### src/rtl/fsg_pkg.sv
package fsg_pkg;

    localparam int WORDS_PER_ROW     = 32;
    localparam int WORD_IDX_W        = $clog2(WORDS_PER_ROW);
    localparam int MAX_PROG_PER_WORD = 2;

    typedef enum logic [1:0] {
        RSN_NONE   = 2'd0,
        RSN_BUDGET = 2'd1,
        RSN_WORD   = 2'd2
    } reason_e;

    typedef struct packed {
        logic    grant;
        logic    reject;
        reason_e reason;
    } verdict_t;

    localparam verdict_t VERDICT_IDLE = '{grant: 1'b0, reject: 1'b0, reason: RSN_NONE};

    // Budget test outranks the word limit.
    function automatic verdict_t judge(input logic over_budget, input logic word_full);
        verdict_t v;
        v = VERDICT_IDLE;
        if (over_budget) begin
            v.reject = 1'b1;
            v.reason = RSN_BUDGET;
        end else if (word_full) begin
            v.reject = 1'b1;
            v.reason = RSN_WORD;
        end else begin
            v.grant  = 1'b1;
        end
        return v;
    endfunction

endpackage

### src/rtl/fsg_row_stress.sv
module fsg_row_stress #(
    parameter int BUDGET_TICKS = 2570,
    parameter int CNT_W        = 12
) (
    input  logic             clk,
    input  logic             rst,
    input  logic             clr,
    input  logic             tick,
    output logic [CNT_W-1:0] count
);
    localparam logic [CNT_W-1:0] CAP = CNT_W'(BUDGET_TICKS);

    always_ff @(posedge clk) begin
        if (rst || clr) begin
            count <= '0;
        end else if (tick && (count < CAP)) begin
            count <= count + 1'b1;
        end
    end
endmodule

### src/rtl/fsg_word_tally.sv
module fsg_word_tally
    import fsg_pkg::*;
(
    input  logic                  clk,
    input  logic                  rst,
    input  logic                  clr,
    input  logic                  inc,
    input  logic [WORD_IDX_W-1:0] word,
    output logic                  full
);
    logic [1:0] tally [WORDS_PER_ROW];

    always_ff @(posedge clk) begin
        for (int i = 0; i < WORDS_PER_ROW; i++) begin
            if (rst || clr) begin
                tally[i] <= 2'd0;
            end else if (inc && (word == WORD_IDX_W'(i)) && (tally[i] < 2'(MAX_PROG_PER_WORD))) begin
                tally[i] <= tally[i] + 2'd1;
            end
        end
    end

    assign full = (tally[word] >= 2'(MAX_PROG_PER_WORD));
endmodule

### src/rtl/flash_stress_guard.sv
module flash_stress_guard
    import fsg_pkg::*;
#(
    parameter int ROWS            = 4,
    parameter int GEN_KHZ         = 257,
    parameter int BUDGET_US       = 10000,
    parameter int TICKS_PER_WRITE = 29,
    localparam int ROW_W          = (ROWS > 1) ? $clog2(ROWS) : 1
) (
    input  logic                  clk,
    input  logic                  rst,
    input  logic                  req_valid,
    input  logic [ROW_W-1:0]      req_row,
    input  logic [WORD_IDX_W-1:0] req_word,
    input  logic                  hv_tick,
    input  logic [ROW_W-1:0]      hv_row,
    input  logic                  erase_valid,
    input  logic [ROW_W-1:0]      erase_row,
    output logic                  grant,
    output logic                  reject,
    output logic [1:0]            reason
);
    localparam int BUDGET_TICKS = (GEN_KHZ * BUDGET_US) / 1000;
    localparam int CNT_W        = $clog2(BUDGET_TICKS + 1);
    localparam int SUM_W        = CNT_W + 1;

    logic [CNT_W-1:0] stress [ROWS];
    logic [ROWS-1:0]  word_full;
    logic [ROWS-1:0]  row_clr;
    logic [ROWS-1:0]  row_inc;
    verdict_t         now_v;
    verdict_t         resp_q;
    logic [SUM_W-1:0] projected;

    for (genvar r = 0; r < ROWS; r++) begin : g_row
        assign row_clr[r] = erase_valid && (erase_row == ROW_W'(r));
        assign row_inc[r] = req_valid && now_v.grant && (req_row == ROW_W'(r));

        fsg_row_stress #(
            .BUDGET_TICKS(BUDGET_TICKS),
            .CNT_W       (CNT_W)
        ) u_stress (
            .clk  (clk),
            .rst  (rst),
            .clr  (row_clr[r]),
            .tick (hv_tick && (hv_row == ROW_W'(r))),
            .count(stress[r])
        );

        fsg_word_tally u_tally (
            .clk (clk),
            .rst (rst),
            .clr (row_clr[r]),
            .inc (row_inc[r]),
            .word(req_word),
            .full(word_full[r])
        );
    end

    assign projected = SUM_W'(stress[req_row]) + SUM_W'(TICKS_PER_WRITE);
    assign now_v     = judge(projected > SUM_W'(BUDGET_TICKS), word_full[req_row]);

    always_ff @(posedge clk) begin
        if (rst) begin
            resp_q <= VERDICT_IDLE;
        end else if (req_valid) begin
            resp_q <= now_v;
        end else begin
            resp_q <= VERDICT_IDLE;
        end
    end

    assign grant  = resp_q.grant;
    assign reject = resp_q.reject;
    assign reason = resp_q.reason;
endmodule

### config.mk
export PLATFORM = sky130hd
export DESIGN_NAME = flash_stress_guard
export DESIGN_NICKNAME = d
export VERILOG_FILES = /design/src/rtl/fsg_pkg.sv /design/src/rtl/fsg_row_stress.sv /design/src/rtl/fsg_word_tally.sv /design/src/rtl/flash_stress_guard.sv
export SDC_FILE = /design/constraint.sdc
export NUM_CORES = 1
export LEC_CHECK = 0
export BUFFER_PORTS_ARGS = -buffer_cell sky130_fd_sc_hd__buf_2
export CAP_MARGIN = 20
export CORE_UTILIZATION = 40
export CTS_CLUSTER_SIZE = 8
export DETAILED_ROUTE_END_ITERATION = 8
export PLACE_DENSITY = 0.66
export SLEW_MARGIN = 10
export SYNTH_ARGS = -nofsm -noshare
export SYNTH_HDL_FRONTEND = slang
export SYNTH_HIERARCHICAL = 1
export SYNTH_SLANG_ARGS = --single-unit
### constraint.sdc
create_clock -name clk -period 10.1 [get_ports clk]
set_input_delay 0 -clock clk [delete_from_list [all_inputs] [get_ports clk]]
set_output_delay 0 -clock clk [all_outputs]
set_load 0.05 [all_outputs]
==> metrics.md <==
| Metric | Value |
|---|---|
| Outcome | `finished with violations` |
| Violations in the final reports | `design-rule violations` |
| Worst setup path class | `register to register` |
| Yosys reg bits | `308` |
| Tightest Pin Transition | `0.983 ns` |
| Vias in the first global route | `11.9k` |
| Final critical-path required period | `4.63 ns` |
| Total number of vias | `12.2k` |
| Clock tree root buffer cell | `sky130_fd_sc_hd__clkbuf_16` |
| Clk Latency, worst-skew pair | `0.55 ns` |
| Worst clock skew on the final layout | `0.0176 ns` |
| Hold Fails Final Rpt | `0` |
| Number of setup violations in the final report | `0` |
| Clock tree from TritonCTS | `built` |
| Summed instance area of the synthesized netlist | `0.0167 sq mm` |
| Share of flip-flops with an asynchronous set or reset after synthesis | `0%` |
| RR Startpoint | `g_row[3].u_stress/count[1]` |
| Dominant delay contributor by cell family on the critical path | `simple AND/OR/NAND/NOR gates` |
| CTS clock-pin slew for the worst setup and hold paths | `0.05 ns` |
| Dominant cell type by area after synthesis | `sky130_fd_sc_hd__edfxtp_1` |
| Max-cap viol count | `0` |
| Yosys warning count | `6` |
| Slowest CP cell | `sky130_fd_sc_hd__mux4_2` |
| Synthesized netlist net count | `1,412` |
| Setup TNS | `0 ns` |
| Cell chain of the critical path | `mux4_2 > ha_1 > nor4_2 > mux2i_1 > o32ai_2 > o21bai_1 > a21boi_4 > nor4_2 > nor2b_1 > nand3_1 > o31ai_1` |
| Most common cell type on the critical path | `sky130_fd_sc_hd__nor4_2` |
| Area growth from synthesis to layout | `9.35%` |
| Critical path depth in cells | `11` |
| Core region area | `0.0410 sq mm` |
| Critical path capture point | `g_row[0].u_tally/tally[25][1]` |
| Endpoint of the worst-slack reg-to-reg timing path | `g_row[0].u_tally/tally[25][1]` |
| Met2 layer usage reported by global route | `29.7%` |
| Highest-utilization routing layer at the global route stage | `met2` |
| DIE AREA | `0.0426 sq mm` |
| Routability congestion estimate | `0.835` |
| Rows | `74` |
| CP max stage delay | `0.60 ns` |
| Setup slack on the worst flop-to-flop path | `5.47 ns` |
| TritonRoute pass-1 iters | `7` |
| Share of synthesized area occupied by flip-flops and latches | `52.2%` |
| Initial drt markers | `1,033` |
| Main flop type after synthesis | `sky130_fd_sc_hd__edfxtp_1` |
| Startpoint class of the critical path | `register` |
| Clock tree sinks | `308` |
| Buf/Inv on CP | `0` |
| Core utilization of the finished layout | `44.5%` |
| Port Buffer Count | `19` |
| Average cell area after synthesis | `12.0 sq um` |
| Post-route DRC | `4` |
| Netlist cell types | `60` |
| DP Wirelength | `25,100 microns` |
| Horizontal die dimension | `206 microns` |
| Post-layout net count | `1,377` |
| Wirelength per Cell | `20.2 microns` |
| Peak supply drop | `0.000111 V` |
| First-pass GRT wire length | `63,100 microns` |
| Relative slew slack | `34.5%` |
| Largest net degree at the start of global routing | `53` |
| Starting utilization of the core area | `40.7%` |
| Data required time of the critical path | `10.31 ns` |
| Number of placed I/O pins | `20` |
| Worst-case reg-to-reg path depth | `11` |
| Num CTS Buffers | `44` |
| Unrepaired setup endpoints after global routing | `false` |
| Depth of the CTS H-tree | `2` |
| Final clock period utilization by the worst path | `45.8%` |
| Count of flip-flops with a built-in enable after synthesis | `256` |
| Worst hold path type | `input port to register` |
| Kind of capture point of the worst setup path | `register` |
| Post-Syn Instances | `1,390` |
| Routed Wire Length | `38,900 microns` |
| Pwr/cell area | `167 mW/mm^2` |
| GR Layer Usage met3 | `3.19%` |
| Antenna-violating nets left | `0` |
| Maximum fanout along the worst path | `12` |
| Gr usage total | `18.4%` |
| Fraction of layout cells with a size suffix above 1 | `11.8%` |
| Data arrival time of the critical path | `4.84 ns` |
| Startpoint of the worst setup timing path | `g_row[3].u_stress/count[1]` |
| Antenna violations before repair | `0` |
| Slew Viols, Final | `0` |
| Fmax achieved | `0.216 GHz` |
| Met1 track demand over resource | `25.3%` |
| Post-detailed-route via-to-cell ratio | `6.36` |
| Total leakage power | `5.45 nW` |
| Most frequent cell after synthesis | `sky130_fd_sc_hd__edfxtp_1` |
| Die Height | `206 microns` |
| Area contributors post-synth | `sky130_fd_sc_hd__edfxtp_1 (46%), sky130_fd_sc_hd__o31ai_1 (6.7%), sky130_fd_sc_hd__dfxtp_1 (6.2%), sky130_fd_sc_hd__nor4b_1 (4.9%), sky130_fd_sc_hd__mux2i_1 (4.7%)` |
| Congestion Overflow GR | `0` |
| Most frequent cells after synthesis | `sky130_fd_sc_hd__edfxtp_1 (256), sky130_fd_sc_hd__o31ai_1 (150), sky130_fd_sc_hd__nor4_1 (122)` |
| Synth top area share | `46.0%` |
| Number of buffers between clock root and the deepest sink | `3` |
==> state kept, by name (all words and copies together), names as in the netlist <==
signal,flops
reject,1
grant,1
g_row.u_tally/tally,256
g_row.u_stress/count,48
reason,2
==> final cells by class <==
cell class,instances,area [sq um]
Fill cell,3755,22700
Sequential cell,308,8730
Multi-Input combinational cell,923,7190
Clock buffer,78,1240
Tap cell,532,666
Timing Repair Buffer,35,238
Inverter,43,161
Clock inverter,3,48.8
Antenna cell,1,2.50
==> per-stage QoR <==
step	area [sq um]	setup WS [ns]	total power, mW	std cells	hold slack (ns)
floorplan	16700	6.26	1.63	1390	0.156
CTS	18200	5.56	3.08	1917	0.0916
global route	18300	5.15	3.16	1922	0.0359
global placement	16900	5.60	1.68	1835	0.369
detailed placement	16900	5.35	1.69	1835	0.376
finish	18300	5.47	3.04	1923	0.0283
==> report_power, final <==
part	internal [mW]	switching, mW	leakage (nW)
sequential	1.43	0.0470	3.11
combinational	0.0609	0.135	1.74
clock	0.826	0.545	0.609
total	2.32	0.728	5.45
==> logic make-up (layout without fill, tap and decap cells) <==
family | after synthesis | after routing | synth area share, %
DFF | 308 | 308 | 52.2
buffers and inverters | 159 | 159 | 4.90
AOI/OAI and AO/OA | 276 | 276 | 11.8
and+or+nand+nor | 550 | 550 | 24.2
other | 0 | 1 | 0
adders and majority gates | 6 | 6 | 0.449
muxes | 91 | 91 | 6.42
==> routing by layer <==
metal	up-vias	share of wire, %
met1	6100	45
met4	0	1.8
met2	391	47
met3	57	6.1
li1	5684	-
met5	-	0
==> worst reg2reg max path: stages, from the launching register on <==
cell and delay, ns:
sky130_fd_sc_hd__dfxtp_1 0.36, sky130_fd_sc_hd__mux4_2 0.60, sky130_fd_sc_hd__ha_1 0.33, sky130_fd_sc_hd__nor4_2 0.38
sky130_fd_sc_hd__mux2i_1 0.26, sky130_fd_sc_hd__o32ai_2 0.12, sky130_fd_sc_hd__o21bai_1 0.19, sky130_fd_sc_hd__a21boi_4 0.17
sky130_fd_sc_hd__nor4_2 0.57, sky130_fd_sc_hd__nor2b_1 0.34, sky130_fd_sc_hd__nand3_1 0.45, sky130_fd_sc_hd__o31ai_1 0.50
==> what timing repair did <==
| item | CTS | global route |
|---|---|---|
| setup buffers | 0 | 0 |
| hold buffers | 1 | 1 |
| endpoints found under the hold margin | 4 | 1 |
| resized for setup | 0 | 0 |
==> worst min path at each step <==
stage | to | from | depth (start not counted) | slack [ns]
final | g_row[2].u_stress/count[10] | hv_row[1] | 6 | 0.03
after CTS | g_row[1].u_stress/count[7] | erase_row[1] | 5 | 0.09
after global placement | reject | req_valid | 3 | 0.37
after floorplan | reason[0] | req_valid | 1 | 0.16
after detailed placement | reason[0] | req_valid | 2 | 0.38
after global routing | g_row[2].u_stress/count[10] | hv_row[1] | 6 | 0.04
==> cell usage in the layout (no fill, tap or decap), drive strengths merged, types with 28 or more instances in the layout <==
cell type	count
edfxtp	256
nor4	169
o31ai	150
nor4b	101
mux2i	78
clkbuf	78
nand2	56
a21oi	55
nand3	54
dfxtp	52
inv	43
buf	33
or3	28
Note: power is estimated with default switching activity, not from simulation.
